`config.mk`:
```
export PLATFORM = sky130hd
export DESIGN_NAME = twin_timer
export DESIGN_NICKNAME = d
export VERILOG_FILES = /design/src/rtl/twin_timer.sv
export SDC_FILE = /design/constraint.sdc
export NUM_CORES = 1
export LEC_CHECK = 0
export CORE_ASPECT_RATIO = 0.6
export CORE_MARGIN = 2
export CORE_UTILIZATION = 25
export CTS_CLUSTER_DIAMETER = 60
export DETAILED_ROUTE_END_ITERATION = 10
export SLEW_MARGIN = 0
export SYNTH_ARGS = -nofsm -noshare
export SYNTH_HDL_FRONTEND = slang
export SYNTH_SLANG_ARGS = --single-unit
```
`constraint.sdc`:
```
create_clock -name clk -period 2 [get_ports clk]
set_input_delay 0.3 -clock clk [delete_from_list [all_inputs] [get_ports clk]]
set_output_delay 0.3 -clock clk [all_outputs]
set_load 0.01 [all_outputs]
```
`src/rtl/twin_timer.sv`:
```
module twin_timer #(
  parameter int PRE_W = 5
) (
  input  logic       clk,
  input  logic       rst_n,
  input  logic       tick,
  input  logic [1:0] cnt_pin,
  input  logic [1:0] gate_pin,
  input  logic [1:0] ack,
  input  logic       wr_en,
  input  logic [2:0] addr,
  input  logic [7:0] wdata,
  output logic [7:0] rdata,
  output logic [1:0] flag
);
  logic [7:0]      mode_q;
  logic [1:0]      run_q, samp_q, inc, set;
  logic [1:0][7:0] lo_q, hi_q, lo_n, hi_n;
  logic            split_inc;

  assign split_inc = tick && run_q[1] && (mode_q[1:0] == 2'b11);

  always_comb begin
    for (int c = 0; c < 2; c++)
      inc[c] = tick && run_q[c] && (!mode_q[4*c+3] || gate_pin[c]) &&
               (mode_q[4*c+2] ? (samp_q[c] && !cnt_pin[c]) : 1'b1);
  end

  always_comb begin
    lo_n = lo_q;
    hi_n = hi_q;
    set  = '0;
    for (int c = 0; c < 2; c++) begin
      unique case (mode_q[4*c +: 2])
        2'b00: if (inc[c]) begin
          lo_n[c][PRE_W-1:0] = lo_q[c][PRE_W-1:0] + PRE_W'(1);
          if (&lo_q[c][PRE_W-1:0]) begin
            hi_n[c] = hi_q[c] + 8'd1;
            set[c]  = &hi_q[c];
          end
        end
        2'b01: if (inc[c]) begin
          {hi_n[c], lo_n[c]} = {hi_q[c], lo_q[c]} + 16'd1;
          set[c] = &{hi_q[c], lo_q[c]};
        end
        2'b10: if (inc[c]) begin
          if (&lo_q[c]) begin
            lo_n[c] = hi_q[c];
            set[c]  = 1'b1;
          end else begin
            lo_n[c] = lo_q[c] + 8'd1;
          end
        end
        default: if (c == 0 && inc[0]) begin
          lo_n[0] = lo_q[0] + 8'd1;
          set[0]  = &lo_q[0];
        end
      endcase
    end
    if (split_inc) begin
      hi_n[0] = hi_q[0] + 8'd1;
      set[1]  = set[1] | (&hi_q[0]);
    end
  end

  always_ff @(posedge clk or negedge rst_n) begin
    if (!rst_n) begin
      mode_q <= '0;
      run_q  <= '0;
      samp_q <= '0;
      flag   <= '0;
      lo_q   <= '0;
      hi_q   <= '0;
    end else begin
      if (tick) samp_q <= cnt_pin;
      lo_q <= lo_n;
      hi_q <= hi_n;
      for (int c = 0; c < 2; c++) begin
        if (set[c])      flag[c] <= 1'b1;
        else if (ack[c]) flag[c] <= 1'b0;
      end
      if (wr_en) begin
        case (addr)
          3'd0: mode_q <= wdata;
          3'd1: begin
            run_q <= wdata[1:0];
            flag  <= wdata[3:2];
          end
          3'd2: lo_q[0] <= wdata;
          3'd3: hi_q[0] <= wdata;
          3'd4: lo_q[1] <= wdata;
          3'd5: hi_q[1] <= wdata;
          default: ;
        endcase
      end
    end
  end

  always_comb begin
    case (addr)
      3'd0:    rdata = mode_q;
      3'd1:    rdata = {4'b0000, flag, run_q};
      3'd2:    rdata = lo_q[0];
      3'd3:    rdata = hi_q[0];
      3'd4:    rdata = lo_q[1];
      3'd5:    rdata = hi_q[1];
      default: rdata = 8'h00;
    endcase
  end
endmodule


```
# After elaboration in Yosys (flattened, before gate mapping)
# Index checks and enable logic that the tools add are counted.
word_totals:
  ff_bits: 46
  latchBits: 0
  ram_bits: 0
  romBits: 0
  input_bits: 21
  out_inout_bits: 10
  wordCells: 106
  memories: 0
classes:
  add_sub_neg: 8
  n_mul: 0
  n_div: 0
  magnitude_cmp: 0
  n_eq_ne: 10
  n_shift: 0
  n_mux: 51
  bitwise: 1
  n_reduce_logical: 28
op_table:
  columns: ["operator", "count"]
  rows:
  - ["$mux 8", 18]
  - ["$pmux 8 s6", 1]
  - ["$add 16x1->16 const B", 2]
  - ["$add 8x1->8 const B", 4]
  - ["$mux 16", 2]
  - ["$pmux 8 s2", 2]
  - ["$reduce_and 16->1", 2]
  - ["$reduce_and 8->1", 4]
  - ["$pmux 5 s3", 2]
  - ["$mux 1", 18]
  - ["$add 5x1->5 const B", 2]
  - ["$mux 5", 2]
  - ["$reduce_and 5->1", 2]
  - ["$logic_and 1x1->1", 9]
  - ["$pmux 3 s3", 1]
  - ["$eq 2x2->1 const B", 3]
  - ["$eq 3x2->1 const B", 2]
  - ["$eq 3x3->1 const B", 2]
  - ["$pmux 1 s3", 2]
  - ["$pmux 3 s2", 1]
  - ["$eq 2x1->1 const B", 2]
  - ["$logic_not 1->1", 4]
  - ["$logic_not 2->1", 2]
  - ["$mux 2", 2]
  - ["other kinds (5)", 7]

# Logic depth before layout (Yosys ltp)
logic_depth:
  ltp_word: 11
  ltp_mapped: 10

# Least setup slack after synthesis
# No wires, ideal clock.
synth_path:
  kind: "register to register"
  start: "reg lo_q[0] (netlist name)"
  end: "reg hi_q[5] (netlist name)"
  setup_ns: 0.137
  t_arrival_ns: 1.982
  t_required_ns: 1.863
  slack_ns: -0.119
  path_stages_with_launch: 11
  n_path_buf: 1
  period_less_slack_ns: 2.119
  cell_sequence: "dfrtp_1 > ha_1 > and3_1 > buf_2 > ha_1 > nor3b_2 > o2111ai_2 > and2_1 > a211oi_2 > xnor2_1 > a21oi_1"
synth_via:
  elab_chain_len: 7
  word_cells_on_any_way: 9
synth_rtl:
  columns: ["item", "line", "source"]
  rows:
  - ["start, declared", "18", "logic [1:0][7:0] lo_q, hi_q, lo_n, hi_n;"]
  - ["start signal, assigned", "76", "lo_q <= lo_n;"]
  - ["parallel branches: the longest is 3 deep, another holds $add 16x1->16", null, null]
  - ["$pmux 8 s2 *", "34", "unique case (mode_q[4*c +: 2])"]
  - ["$mux 8 *", "60", "if (split_inc) begin"]
  - ["$mux 8", "83", "case (addr)"]
  - ["$mux 16 *", "82", "if (wr_en) begin"]
  - ["end signal, assigned", "77", "hi_q <= hi_n;"]
  - ["end, declared", "18", null]
# Mark *: on every way between the ends.
# A chain may end at the register's enable or synchronous reset.

# Worst setup path after layout
# Same ends and word-level chain as after synthesis.

==> run metrics <==
Hold-fix buffers, CTS=0; initial antenna violation count=0; Top FF cell, synth=dfrtp_1; VDD IR max=0.000468 V; Final Setup Violations=8; Slew @ Worst Pin=around 0.66 ns; CP Capture Type=flip-flop; crit share post-route=1.08; total track usage=0.187; Max Cap Viol=0; Pins Over Slew Limit=0; Place WS=-0.489 ns; Initial Util=0.257; Post-synth EDFFs=0; Post-synth top cells=dfrtp_1 (46), nand2_1 (44), nor2_1 (35); clk slew on worst S/H paths=0.07 ns; Hold Path Class=in2async; required time of the worst setup path=around 2.2 ns; Die ar.=16000 sq um; Num Clock Sinks=46; skew final=roughly 0.012 ns; Seq cells post-synth=46; failing checks=negative setup slack; synthesized instance count=443; post-layout instance area=5250 sq um; 1st-iter DRT viols=615; latest clock arrival within the worst-skew pair=0.30 ns; clock root buffer=clkbuf_16; # diodes=0; Core ar.=14500 sq um; Final Util=0.361; I/O pins=31; min Tclk post-route=2.16 ns; global route overflow=0; register area share after synthesis=0.308; layout net count=585; Cell Area, Synth=3740 sq um; Avg Cell Area, Syn=8.44 sq um; status=finished with violations; ys async rst share=1.00; Arr. time, crit path=about 2.3 ns; setup_tns=-0.668 ns; critical-path maximum fanout=2; Routed wire per std cell=~20 um; Net Count, Synth=474; number of global-route vias before repair=3813; Leakage=2.23 nW; worst setup margin=-0.160 ns; cell with the most instances after synthesis=dfrtp_1; CTS tree=done; fmax=around 460 MHz; Fin. Hold Viols=0; Detailed Place HPWL=around 12000 um; Fillers=between 1500 and 2000; pwr/cell area=a little under 1000 nW/um^2; Slew HR=0.561; Final ANT Viol Nets=0; critical path class=reg2reg; synth warn=0; proportion of layout cells with a drive suffix above 1=0.321; CTS Buf Count=5; post-synth top area share=0.308; count of cell types in the netlist=73; via count=4191; Port Buf Inserts=30; placed cell areas=roughly 5000 sq um; Synth area leaders=dfrtp_1 (31%), nand2_1 (4.4%), a21oi_1 (4.3%); Clock Tree Buf Depth=2; placement row count=34; pin count of the biggest net entering global routing=47; global-route wire length before repair=roughly 23000 um; area growth from synthesis to layout=40.3%; GPL Wtd Cong=about 0.95; height of the die=98.7 um; Post-Route WL=15000 um; die width=162 um; DRC errors left=0; RSZ-0062 raised after global routing=yes; H-tree depth=2; Worst setup SP type=flip-flop; routed vias/inst=5.57; cell taking the most area after synthesis=dfrtp_1; DRT Pass-1 Iters=5
-- cells in the final DEF (no fill, tap or decap), types with 3 or more instances in the layout --
cell type        synthesis  final
a211oi_1                 7      7
a21o_1                   6      6
a21oi_1                 32     29
a221oi_1                 4      4
a22oi_1                  8      8
a31oi_1                  7      6
a32oi_1                  3      3
a41oi_1                  6      6
and2_1                   6      5
and3_1                   9      7
buf_12                   0      5
buf_2                    9      7
buf_4                    6     95
clkbuf_16                0      5
clkdlybuf4s50_1          0     17
dfrtp_1                 46     44
dlygate4sd2_1            0      3
ha_1                    10      6
inv_1                   16     13
inv_2                    0      3
mux2_2                  13     12
mux2i_1                 11     10
nand2_1                 44     41
nand2_2                  2      4
nand2b_1                 4      4
nand3_1                 21     20
nand4_1                  8      8
nor2_1                  35     33
nor2b_1                  5      5
nor3_1                   6      6
nor4_1                   4      4
o21ai_0                 23     21
o221ai_1                 6      5
o22ai_1                  6      6
o31ai_1                  3      3
xnor2_1                 10      9
xor2_1                   5      5
-- final timing paths --
check | startpoint | end | slack [ns] | cells after the start
min | rst_n | hi_q[6] | 0.12 | 2
min reg2reg | samp_q[0] | samp_q[0] | 0.50 | 1
max | lo_q[0] | hi_q[5] | -0.16 | 9
max in group asynchronous | rst_n | hi_q[8] | 1.41 | 2
min in group clk | samp_q[0] | samp_q[0] | 0.50 | 1
max reg2reg | lo_q[0] | hi_q[5] | -0.16 | 9
-- state kept, by name, summed over array words and instances, names as in the netlist --
register	flops
run_q	2
samp_q	2
flag	2
hi_q	16
mode_q	8
lo_q	16
-- per-stage QoR --
| step | hold slack [ns] | power, W | instances |
|---|---|---|---|
| after global placement | 0.451 | 0.00398 | 742 |
| after CTS | 0.142 | 0.00492 | 750 |
| after detailed placement | 0.457 | 0.00403 | 742 |
| final | 0.119 | 0.00507 | 753 |
| after floorplan | 0.00441 | 0.00286 | 443 |
| after global routing | 0.172 | 0.00535 | 753 |
-- worst max-delay path: stages (launching register included) --
cell and delay [ns]:
dfrtp_1 0.36, ha_2 0.18, and3_4 0.24, ha_4 0.15, nor3b_4 0.24, o2111ai_4 0.17
and2_4 0.19, a211oi_4 0.27, xnor2_1 0.16, a21oi_1 0.09
-- routing by layer --
metal  track usage  routed length [um]  share of wire
met2         0.229                5430           0.36
met1         0.309                7350           0.49
met3        0.0644                2170           0.14
met5             0                   0              0
met4        0.0211                  71         0.0047
-- where the power goes --
group / internal, W / switching, W / leakage, nW
sequential: 0.00122 / 0.000400 / 0.553
combinational: 0.00122 / 0.00135 / 1.61
clock: 0.000497 / 0.000384 / 0.0739
-- cell families (layout without fill, tap and decap cells) --
logic type                 after synthesis  after routing  synth area share
and+or+nand+nor                        161            162             0.217
AOI/OAI and AO/OA                      140            140             0.269
DFF                                     46             46             0.308
buffers and inverters                   45            156            0.0566
muxes                                   26             26            0.0807
xor gates and xnor gates                15             15            0.0351
adders and majority gates               10             10            0.0335
-- what timing repair did --
item / in CTS / in global routing
endpoints found under the setup margin: 28 / 29
gates resized for setup: 47 / 27
pin swaps: 8 / 12
setup buffers: 0 / 2
gates cloned: 0 / 1
-- layout make-up --
cell class              count  area [sq um]  share of cell area
flip-flops and latches     46          1150               0.220
repair buffers            132          1090               0.209
inverters                  16          60.1              0.0115
clock inverters             1          5.00            0.000954
clock buffers               7           143              0.0272
multi-input cells         353          2540               0.484
well taps                 198           248              0.0472
No activity file was read; power rests on OpenSTA's default activity.
